<file path="src/rtl/dual_wiper_regs.sv">
module dual_wiper_regs #(
  parameter int WIPER_W = 7,
  parameter int DATA_W  = 8,
  parameter int ADDR_W  = 4,
  parameter int GP_N    = 5,
  parameter logic [WIPER_W-1:0] WIPER_MID = 7'h40
) (
  input  logic              clk,
  input  logic              rst_n,
  input  logic              wr_en,
  input  logic [ADDR_W-1:0] addr,
  input  logic [DATA_W-1:0] wdata,
  output logic [DATA_W-1:0] rdata,
  input  logic              nv_busy,
  output logic              nv_req,
  output logic [ADDR_W-1:0] nv_addr,
  output logic [DATA_W-1:0] nv_data,
  input  logic              shdn_n_pin,
  output logic [WIPER_W-1:0] wiper0,
  output logic [WIPER_W-1:0] wiper1,
  output logic              off0,
  output logic              off1
);
  localparam int GP_BASE  = 2;
  localparam int CTL_ADDR = GP_BASE + GP_N + 1;
  localparam int SEL_BIT  = DATA_W - 1;
  localparam int SD_BIT   = DATA_W - 2;
  localparam int BUSY_BIT = DATA_W - 3;
  localparam int PAD_W    = DATA_W - WIPER_W;

  logic [WIPER_W-1:0] wiper [2];
  logic [WIPER_W-1:0] image [2];
  logic [DATA_W-1:0]  gp [GP_N];
  logic               acr_vol, acr_sd;

  wire wr_ok  = wr_en && !nv_busy;
  wire is_ch  = addr < ADDR_W'(2);
  wire is_ctl = addr == ADDR_W'(CTL_ADDR);
  wire [WIPER_W-1:0] wval = wdata[WIPER_W-1:0];

  always_ff @(posedge clk) begin
    if (!rst_n) begin
      for (int c = 0; c < 2; c++) begin
        wiper[c] <= WIPER_MID;
        image[c] <= WIPER_MID;
      end
      for (int g = 0; g < GP_N; g++) gp[g] <= '0;
      acr_vol <= 1'b0;
      acr_sd  <= 1'b1;
      nv_req  <= 1'b0;
      nv_addr <= '0;
      nv_data <= '0;
    end else begin
      nv_req <= 1'b0;
      if (wr_ok) begin
        if (is_ch) begin
          wiper[addr[0]] <= wval;
          if (!acr_vol) begin
            image[addr[0]] <= wval;
            nv_req  <= 1'b1;
            nv_addr <= addr;
            nv_data <= {{PAD_W{1'b0}}, wval};
          end
        end
        for (int g = 0; g < GP_N; g++)
          if (addr == ADDR_W'(GP_BASE + g)) begin
            gp[g]   <= wdata;
            nv_req  <= 1'b1;
            nv_addr <= addr;
            nv_data <= wdata;
          end
        if (is_ctl) begin
          acr_vol <= wdata[SEL_BIT];
          acr_sd  <= wdata[SD_BIT];
        end
      end
    end
  end

  always_comb begin
    rdata = '0;
    if (is_ch)
      rdata = {{PAD_W{1'b0}}, acr_vol ? wiper[addr[0]] : image[addr[0]]};
    for (int g = 0; g < GP_N; g++)
      if (addr == ADDR_W'(GP_BASE + g)) rdata = gp[g];
    if (is_ctl) begin
      rdata[SEL_BIT]  = acr_vol;
      rdata[SD_BIT]   = acr_sd;
      rdata[BUSY_BIT] = nv_busy;
    end
  end

  assign wiper0 = wiper[0];
  assign wiper1 = wiper[1];
  assign off0   = !acr_sd || !shdn_n_pin;
  assign off1   = !acr_sd || !shdn_n_pin;
endmodule


</file>
<file path="config.mk">
export PLATFORM = sky130hd
export DESIGN_NAME = dual_wiper_regs
export DESIGN_NICKNAME = d
export VERILOG_FILES = /design/src/rtl/dual_wiper_regs.sv
export SDC_FILE = /design/constraint.sdc
export NUM_CORES = 1
export LEC_CHECK = 0
export CORE_MARGIN = 1
export CORE_UTILIZATION = 54
export DETAILED_ROUTE_END_ITERATION = 16
export PLACE_DENSITY = 0.79
export SETUP_SLACK_MARGIN = 0.2
export SYNTH_ARGS = -nofsm -noshare
export SYNTH_HDL_FRONTEND = slang
export SYNTH_SLANG_ARGS = --single-unit
</file>
<file path="constraint.sdc">
create_clock -name clk -period 2.65 [get_ports clk]
set_input_delay 0.6625 -clock clk [delete_from_list [all_inputs] [get_ports clk]]
set_output_delay 0.6625 -clock clk [all_outputs]
set_load 0.005 [all_outputs]
</file>
# Yosys cells after proc, flatten, opt, wreduce, memory -nomap -nowiden
# Memories as Yosys holds them, arrays and structs flattened.
# Cells that the tools add are included.
# W data, S select, Z words.
op_classes:
  addsub: 0
  multipliers: 0
  div: 0
  order_cmp: 1
  eq_ne: 7
  shift: 0
  mux: 68
  n_bitwise: 5
  reduce_logical: 11
op_table:
  columns: ["op", "n"]
  rows:
  - ["$mux W8", 17]
  - ["$mux W1", 39]
  - ["$mux W4", 7]
  - ["$mux W7", 4]
  - ["$reduce_or A7 Y1", 2]
  - ["$eq A4 B3 Y1 const B", 3]
  - ["$eq A4 B2 Y1 const B", 2]
  - ["$ne A6 B1 Y1 const B", 1]
  - ["$reduce_bool A6 Y1", 1]
  - ["$or A1 B1 Y1", 5]
  - ["$eq A4 B4 Y1 const B", 1]
  - ["$lt A4 B2 Y1 const B", 1]
  - ["$reduce_and A2 Y1", 2]
  - ["$logic_not A1 Y1", 3]
  - ["$mux W3", 1]
  - ["$reduce_and A3 Y1", 1]
  - ["$logic_and A1 B1 Y1", 1]
  - ["$logic_or A1 B1 Y1", 1]
totals:
  regBits: 15
  latchBits: 0
  ramBits: 68
  mem_bits_ro: 0
  in_bits: 17
  out_inout_bits: 37
  elab_cells: 100
  memories: 3
mem_list:
  columns: ["name", "depth", "width", "rd", "rd_ports_with_merged_regs", "write_ports", "line_no", "source"]
  rows:
  - ["gp", 5, 8, 5, 0, 5, "33", "logic [DATA_W-1:0] gp [GP_N];"]
  - ["image", 2, 7, 1, 0, 2, "32", "logic [WIPER_W-1:0] image [2];"]
  - ["wiper", 2, 7, 3, 0, 2, "31", "logic [WIPER_W-1:0] wiper [2];"]

# Longest topological paths before layout
# Gate-level depths: netlist of run 1.
# An unclocked memory read counts as a cell.
depth:
  word_depth: 9
  mapped_depth: 7
  ltp_nobuf: 4

# Worst setup path before layout of run 1
# No wires, ideal clock.
synth_timing:
  path_type: "input-to-output"
  start: "input port addr[0]"
  end: "output port rdata[5]"
  arrival_ps: 1820
  required_ps: 1987
  path_slack_ps: 167
  path_stages: 6
  path_buffers: 3
  cell_sequence: "buf_2 -> buf_4 -> buf_4 -> mux2i_1 -> o221ai_1 -> a221o_1"
synth_between:
  elab_chain_cells: 9
  elab_cells_between_ends: 17
  cone_classes: "1 x order compare; 6 x eq/ne; 8 x mux; 2 x memory"
synth_lines:
  columns: ["element", "line_no", "source"]
  rows:
  - ["start, declared", "11", "input logic [ADDR_W-1:0] addr,"]
  - ["parallel branches: the longest is 8 deep, another holds $lt A4 B2 Y1", null, null]
  - ["$mux W3 (*)", "86", "if (is_ctl) begin"]
  - ["end, declared", "13", "output logic [DATA_W-1:0] rdata,"]
# Every way passes the cells marked *.

# Final worst setup path of run 1
layout_timing:
  start: "input port addr[2]"
  end: "output port rdata[6]"
layout_between:
  elab_chain_cells: 8
  elab_cells_between_ends: 14
  cone_classes: "1 x order compare; 6 x eq/ne; 7 x mux"
layout_lines:
  columns: ["element", "line_no", "source"]
  rows:
  - ["$lt A4 B2 Y1", "37", "wire is_ch = addr < ADDR_W'(2);"]
  - ["$mux W7", "82", "if (is_ch)"]
  - ["$mux W8 (5 in series)", "85", "if (addr == ADDR_W'(GP_BASE + g)) rdata = gp[g];"]
  - ["$mux W3 (*)", "86", null]
# Every way passes the cells marked *; elsewhere a longest branch is shown, timed or not.

==> results.yml, run 1 <==
outcome:
  outcome: "completed"
cells_and_area:
  finalNonFillerCells: 484
  drive_above_1_share_pct: 30.7
  regArea_um2: 2340
  syn_to_final_growth_pct: 39.5
  final_cell_mix: "edfxtp_1, buf_4, clkdlybuf4s50_1, mux2i_1, and2_1"
  postLayoutCoreUtil_pct: 78.0
  fillers: 395
  nNetsFinal: 416
  final_common_cell: "edfxtp_1"
  insertedDiodeCount: 0
  multi_input_area_um2: 1500
route:
  first_pass_iters: 5
  drt-wirelength-per-cell_um: 19.1
  wl_um: 9270
  viasPerCell: 5.85
  drt_iter0_drc: 233
  dr_total_vias: 2833
  drcViolationCount: 0
  antenna_left: 0
sta:
  max_freq_mhz: 385
  worst_pin_slew_ns: 0.436
  hold_viol: 0
  worst_slack_ns: 0.0497
  fin_crit_sh_pct: 98.1
  min_period_ns: 2.60
  drv_slew: 0
  skew_ns: 0.00490
  rsz0062_at_grt: "yes"
  max_slew_margin_pct: 70.8
  setup_viol: 0
  holdWs_ns: 0.459
synth:
  yosys_warnings: 0
  syn_inst: 294
  ys_seq_elements: 83
  synth_nets: 311
  syn_area_um2: 3780
  yosysUniqueCellTypes: 45
  ys_seq_area_share_pct: 62.0
  synth_edf_count: 68
  async_flop_share_pct: 0
  synth_ff_type: "edfxtp_1"
  syn_area_per_cell_um2: 12.8
min_path:
  hold_class: "reg -> reg"
floorplan:
  rows: 30
  initial_core_util_pct: 55.9
  io_pins: 54
  dieArea_um2: 7330
  core-area_um2: 6760
  dieHeight_um: 85.6
  die_w_um: 85.6
worst_setup_path:
  crit_fanout: 6
  critPathRequiredTime_ns: 1.99
  worst_setup_path_start_kind: "input pin"
  crit_type: "in -> out"
  end_kind: "output port"
  crit_arrival_ns: 1.94
placement:
  gp_congestion: 0.840
  pre_cts_slack_ns: -0.700
  dp.cells: 455
  dpl.hpwl_um: 6050
  io_buffers: 53
global_route:
  grt_usage_pct: 26.5
  grt-ovfl-total: 0
  antenna_found_initial: 0
  grt_pass1_vias: 2773
  grt_max_degree: 33
  grt_pass1_wl_um: 14300
cts:
  clkSlewWorstSetupHoldPaths_ns: 0.08
  cts_buffers: 9
  clock_latency_ns: 0.35
  cts.sinks: 83
  cts_hold_buf: 0
  root_buffer: "clkbuf_8"
  cts_tree: "built"
  htreeDepth: 3
  cts_max_path_buffers: 2
power_and_ir_drop:
  ir_drop_uv: 380
  power_mw: 2.85
  p_leak_nw: 2.01
  power_per_cell_area_nw_per_um2: 541
job:
  drv_cap: 0
[worst max-delay path, stage by stage]
cell	delay (ns)
buf_2	0.14
buf_6	0.13
buf_4	0.14
or4_1	0.49
o221ai_2	0.09
a221o_1	0.18
buf_2	0.11
[through the flow]
step	setup TNS (ns)	cell area, µm²
2_1_floorplan	0	3780
3_3_place_gp	-5.18	4710
3_5_place_dp	-5.98	4710
4_1_cts	0	5160
5_1_grt	0	5270
6_report	0	5270
[final timing paths]
kind / start / to / slack (ns) / depth (start not counted)
max: addr[2] / rdata[6] / 0.05 / 7
min: nv_addr[3] / nv_addr[3] / 0.46 / 2
max reg2reg: acr_vol / nv_data[4] / 1.14 / 6
min reg2reg: nv_addr[3] / nv_addr[3] / 0.46 / 2
[synth_stat cells, types with 2 or more instances]
cell,instances,area (µm²)
o221ai_1,2,17.5
nor2b_1,20,125
o21ai_0,10,50.1
nand2_1,12,45.0
inv_1,3,11.3
o31ai_1,4,30.0
and3_1,9,56.3
a311oi_1,2,17.5
and2_1,24,150
buf_2,8,40.0
nor3_2,3,30.0
o22ai_1,2,12.5
nand2b_1,11,68.8
nand3b_1,3,22.5
nor3b_1,3,22.5
o311ai_0,3,26.3
edfxtp_1,68,2040
and4b_1,2,20.0
a221o_1,3,30.0
clkbuf_1,6,22.5
buf_4,3,22.5
dfxtp_1,15,300
a22oi_1,6,45.0
or3_1,2,12.5
nor2_1,12,45.0
or4_1,2,15.0
a21oi_1,9,45.0
nand3_1,4,20.0
mux2i_1,27,270
[logic make-up (layout without fill, tap and decap cells)]
family,Yosys count,count (layout),share of synthesized area [%]
flops,83,83,62.0
simple gates,112,112,18.0
mux,28,28,7.75
buf+inv,22,132,2.95
compound gates,49,49,9.28
[where the power goes]
part	switching, mW	internal, mW	total, mW
sequential	0.0278	1.48	1.50
clock	0.431	0.523	0.954
combinational	0.181	0.212	0.394
[final cells by class]
type | count | share of cell area [%]
multi-input combinational | 189 | 28.5
clock inverter | 6 | 1.52
tap | 80 | 1.90
clock buffer | 10 | 2.42
timing repair buffer | 112 | 20.8
sequential | 83 | 44.5
inverter | 4 | 0.332
[layer usage]
layer | up-vias | wire length [µm] | track usage [%]
met5 | - | 0 | 0
met3 | 29 | 538 | 5.58
met4 | 0 | 268 | 10.9
li1 | 1316 | - | -
met1 | 1369 | 3670 | 32.0
met2 | 119 | 4790 | 46.5
[state kept, by name, summed over array words and instances (netlist names)]
name and cells:
gp 40, image 14, wiper 14, nv_data 8
nv_addr 4, acr_sd 1, acr_vol 1, nv_req 1
[repair_timing]
item                                    4_1_cts  5_1_grt
cloned                                        2        0
endpoints found under the setup margin        8        8
gates resized for setup                      70       29
setup buffers                                10        1
pin swaps                                    24       20
(Power assumes the default switching activity.)
==> inputs of run 2 (changes only) <==
==> constraint.sdc (replaced) <==
create_clock -name clk -period 2.65 [get_ports clk]
set_input_delay 0.3975 -clock clk [delete_from_list [all_inputs] [get_ports clk]]
set_output_delay 0.3975 -clock clk [all_outputs]
set_load 0.005 [all_outputs]
==> run 2 against run 1 <==
Cell area is 7.1% lower; hold slack worse by 0.023 ns; combinational power is 15% lower; sequential power hardly changed; sequential share of layout area is 3.5 points higher; largest power group unchanged.
==> results.yml, run 2 (synthesis results as in run 1) <==
cells_and_area:
  postLayoutCoreUtil_pct: 72.4
  final_common_cell: "edfxtp_1"
  regMostFlops: "gp"
  largestRegisters: "gp: 40 flops, image: 14 flops, wiper: 14 flops"
  syn_to_final_growth_pct: 29.5
  nNetsFinal: 399
  final_cell_mix: "edfxtp_1, clkdlybuf4s50_1, buf_4, mux2i_1, and2_1"
  insertedDiodeCount: 0
  drive_above_1_share_pct: 19.6
  largest_register_ffs: 40
min_path:
  min_to: "nv_addr[3]"
  hold_path_startpoint: "nv_addr[3]"
  hold_class: "reg -> reg"
  hold_path_depth: 2
route:
  wl_um: 8780
  drt-wirelength-per-cell_um: 18.8
  dr_total_vias: 2711
  first_pass_iters: 5
  viasPerCell: 5.81
  antenna_left: 0
  drt_iter0_drc: 149
  drcViolationCount: 0
worst_setup_path:
  r2r_slack_ns: 1.14
  critPathMaxStageDelay_ns: 0.31
  worstPathCellList: "buf_2 > bufbuf_16 > and4b_1 > a311oi_2 > o221ai_2 > a221o_1 > dlygate4sd2_1"
  crit_family: "compound AO/OA/AOI/OAI gates"
  crit_fanout: 16
  cp.buffers_inverters: 3
  r2r-end: "nv_addr[2]"
  crit_type: "in -> out"
  slowest_stage: "a221o_1"
  worst_setup_path_start_kind: "input pin"
  crit_arrival_ns: 2.02
  end_kind: "output port"
  critPathRequiredTime_ns: 2.25
  ff2ff_path_depth: 5
  r2r_start: "acr_vol"
global_route:
  grt_usage_pct: 25.8
  grt_max_degree: 33
  grt_pass1_vias: 2724
  antenna_found_initial: 0
  grt-ovfl-total: 0
  grt_pass1_wl_um: 13800
cts:
  cts_max_path_buffers: 2
  cts.sinks: 83
  htreeDepth: 3
  cts_tree: "built"
  clkSlewWorstSetupHoldPaths_ns: 0.08
  root_buffer: "clkbuf_8"
  clock_latency_ns: 0.36
  cts_buffers: 9
sta:
  worst_pin_slew_ns: 0.491
  max_freq_mhz: 414
  worst_slack_ns: 0.237
  drv_slew: 0
  setup_viol: 0
  skew_ns: 0.00591
  fin_crit_sh_pct: 91.1
  hold_viol: 0
  holdWs_ns: 0.436
  rsz0062_at_grt: "yes"
  min_period_ns: 2.41
  max_slew_margin_pct: 67.2
power_and_ir_drop:
  clockPowerShare_pct: 29.6
  intPower_mw: 1.98
  switchingPower_mw: 0.629
  p_leak_nw: 1.84
  ir_drop_uv: 326
  power_frac_comb_pct: 12.8
  power_per_cell_area_nw_per_um2: 532
  p_sw_share_pct: 24.1
  power_frac_seq_pct: 57.5
floorplan:
  core-area_um2: 6760
  die_w_um: 85.6
  rows: 30
  initial_core_util_pct: 55.9
  dieArea_um2: 7330
  io_pins: 54
  dieHeight_um: 85.6
placement:
  gp_congestion: 0.818
  dpl.hpwl_um: 5950
  io_buffers: 53
  pre_cts_slack_ns: -0.297
outcome:
  outcome: "completed"
job:
  drv_cap: 0
## run 2: changes by cell type in the layout (fill, tap and decap cells not counted), moves of 3 or more
cell           change
dlygate4sd2_1      +9
buf_2              -8
buf_12             -7
buf_4              -6
buf_6              -5
a22oi_1            +4
a22oi_2            -4
nor2b_1            +3
o311ai_0           +3
## run 2: power by group through the flow
stage	clock network, mW	logic (mW)	registers [mW]
3_5_place_dp	0	0.312	1.53
2_1_floorplan	0	0.146	1.52
5_1_grt	0.826	0.359	1.51
6_report	0.772	0.334	1.50
3_3_place_gp	0	0.306	1.53
4_1_cts	0.773	0.330	1.50
## run 2: through the flow
stage | instance area, µm² | TNS, ns | total power [mW] | cells
6_report | 4890 | 0 | 2.61 | 467
5_1_grt | 4890 | 0 | 2.69 | 467
4_1_cts | 4870 | 0 | 2.60 | 467
3_5_place_dp | 4600 | -0.946 | 1.84 | 446
3_3_place_gp | 4600 | -0.523 | 1.83 | 446
2_1_floorplan | 3780 | 0 | 1.67 | 294
## run 2: final cells by class
type | instances | area, µm²
tap | 80 | 100
fill | 456 | 1860
clock buffer | 10 | 128
sequential | 83 | 2350
timing repair buffer | 95 | 880
inverter | 4 | 15.0
multi-input combinational | 189 | 1390
clock inverter | 6 | 32.5
## run 2: worst reg2reg max path, stage by stage, from the launching register on
cell      delay, ns
dfxtp_4        0.39
buf_4          0.18
a211oi_4       0.25
buf_4          0.26
mux2i_1        0.25
nor2b_1        0.07
## run 2: repair_timing
item / 4_1_cts / 5_1_grt
hold buffers: 0 / 0
resized for setup: 27 / 7
setup buffers: 3 / 0
cloned: 2 / 0
pin swaps: 8 / 4
endpoints found under the setup margin: 8 / 4
## run 2: worst max path at each step
stage	from	end	slack (ns)	cells past startpoint
after floorplan	addr[0]	gp[0][16]	0.45	5
after global placement	addr[2]	rdata[1]	-0.17	7
after detailed placement	addr[2]	rdata[1]	-0.30	7
after CTS	addr[0]	rdata[6]	0.20	7
after global routing	addr[1]	rdata[0]	0.18	7
final	addr[0]	rdata[6]	0.24	7
## run 2: routing by layer
layer / global-route usage (%) / vias up / part of all wire, % / wire length (µm)
li1: - / 1278 / - / -
met1: 31.9 / 1321 / 42 / 3680
met2: 44.1 / 91 / 50 / 4380
met3: 3.27 / 21 / 5.3 / 467
met4: 14.8 / 0 / 2.8 / 246
met5: 0 / - / 0 / 0
==> inputs of run 3 (changes only) <==
--- a/config.mk
+++ b/config.mk
@@ -8,6 +8,8 @@
 export CORE_MARGIN = 1
 export CORE_UTILIZATION = 54
 export DETAILED_ROUTE_END_ITERATION = 16
+export GPL_ROUTABILITY_DRIVEN = 0
+export GPL_TIMING_DRIVEN = 0
 export PLACE_DENSITY = 0.79
 export SETUP_SLACK_MARGIN = 0.2
 export SYNTH_ARGS = -nofsm -noshare
==> run 3 against run 2 <==
Via count decreased by 0.59%; sequential cell count unchanged; clock skew about the same; fmax decreased by 4.1%; hold slack improved by 0.010 ns.
==> results.yml, run 3 (synthesis results as in run 1) <==
sta:
  hold_viol: 0
  skew_ns: 0.00577
  drv_slew: 0
  min_period_ns: 2.51
  max_slew_margin_pct: 18.3
  max_freq_mhz: 398
  worst_slack_ns: 0.135
  holdWs_ns: 0.447
  setup_viol: 0
  worst_pin_slew_ns: 1.21
  rsz0062_at_grt: "yes"
  fin_crit_sh_pct: 94.9
cells_and_area:
  largestRegisters: "gp: 40 flops, image: 14 flops, wiper: 14 flops"
  insertedDiodeCount: 0
  syn_to_final_growth_pct: 26.6
  regMostFlops: "gp"
  drive_above_1_share_pct: 15.8
  postLayoutCoreUtil_pct: 70.8
  final_common_cell: "edfxtp_1"
  largest_register_ffs: 40
  final_cell_mix: "edfxtp_1, clkdlybuf4s50_1, mux2i_1, and2_1, nor2b_1"
  finalNonFillerCells: 446
  nNetsFinal: 378
global_route:
  antenna_found_initial: 0
  grt_pass1_wl_um: 13300
  grt_pass1_vias: 2592
  grt_usage_pct: 24.8
  grt-ovfl-total: 0
  grt_max_degree: 14
worst_setup_path:
  critPathRequiredTime_ns: 2.25
  ff2ff_path_depth: 3
  worstPathCellList: "mux4_2 > nor3_2 > a2111oi_1 > a31o_1 > clkdlybuf4s50_1"
  slowest_stage: "mux4_2"
  crit_arrival_ns: 2.12
  r2r_start: "acr_vol"
  r2r_slack_ns: 1.08
  worst_setup_path_start_kind: "flop"
  crit_fanout: 2
  end_kind: "output port"
  crit_type: "reg -> out"
  critPathMaxStageDelay_ns: 0.52
  r2r-end: "image[1][3]"
cts:
  clkSlewWorstSetupHoldPaths_ns: 0.07
  htreeDepth: 3
  cts_buffers: 9
  cts_max_path_buffers: 2
  cts_tree: "built"
  cts_hold_buf: 0
  cts.sinks: 83
  root_buffer: "clkbuf_8"
  clock_latency_ns: 0.35
min_path:
  hold_path_depth: 2
  hold_class: "reg -> reg"
  min_to: "nv_addr[3]"
  hold_path_startpoint: "nv_addr[3]"
route:
  drt-wirelength-per-cell_um: 19.6
  drcViolationCount: 0
  antenna_left: 0
  drt_iter0_drc: 179
  dr_total_vias: 2695
  first_pass_iters: 5
  wl_um: 8760
  viasPerCell: 6.04
placement:
  dp.cells: 425
  pre_cts_slack_ns: -0.822
  io_buffers: 51
  dpl.hpwl_um: 6130
floorplan:
  die_w_um: 85.6
  core-area_um2: 6760
  io_pins: 54
  dieHeight_um: 85.6
  dieArea_um2: 7330
  initial_core_util_pct: 55.9
  rows: 30
outcome:
  outcome: "completed"
power_and_ir_drop:
  power_per_cell_area_nw_per_um2: 559
  p_leak_nw: 1.76
  ir_drop_uv: 417
job:
  drv_cap: 0
run 3: per-stage QoR:
stage	instance area [µm²]	power [mW]	setup TNS (ns)
final	4780	2.67	0
after detailed placement	4390	1.82	-31.36
after global placement	4390	1.81	-28.24
after CTS	4680	2.66	0
after floorplan	3780	1.67	0
after global routing	4780	2.76	0
run 3: worst max-delay path, delay by kind of cell (launching register included):
kind	cells	cell delay [ns]
buf+inv	1	0.43
mux	1	0.52
compound gates	2	0.27
flops	1	0.39
simple gates	1	0.15
run 3: worst max path at each step:
| stage | to | from | depth (start not counted) |
|---|---|---|---|
| finish | rdata[1] | wiper[1][1] | 5 |
| global route | rdata[1] | wiper[0][1] | 5 |
| CTS | rdata[1] | wiper[1][1] | 5 |
| detailed placement | gp[0][36] | addr[2] | 5 |
| global placement | gp[0][36] | addr[2] | 5 |
| floorplan | gp[0][16] | addr[0] | 5 |
run 3: area by class of cell:
type	instances	area (µm²)
buffer	18	174
clock buffer	11	131
clock inverter	5	53.8
fill	478	1980
inverter	4	15.0
multi-input combinational	189	1410
sequential	83	2350
tap	80	100
timing repair buffer	56	549
run 3: timing repair:
action	4_1_cts	5_1_grt
setup endpoints to repair	68	36
setup buffers	3	2
cloned	0	0
resized for setup	37	26
pin swaps	5	3
run 3: routing by layer:
metal	GRT usage [%]	part of all wire [%]	vias to the layer above
li1	-	-	1233
met1	30.5	40	1313
met2	42.3	50	122
met3	4.33	6.9	27
met4	12.9	3.3	0
met5	0	0	-
run 3: report_power, final:
part	switching [mW]	internal, mW	leakage (nW)
combinational	0.162	0.154	0.905
clock	0.426	0.431	0.0870
sequential	0.0235	1.48	0.773
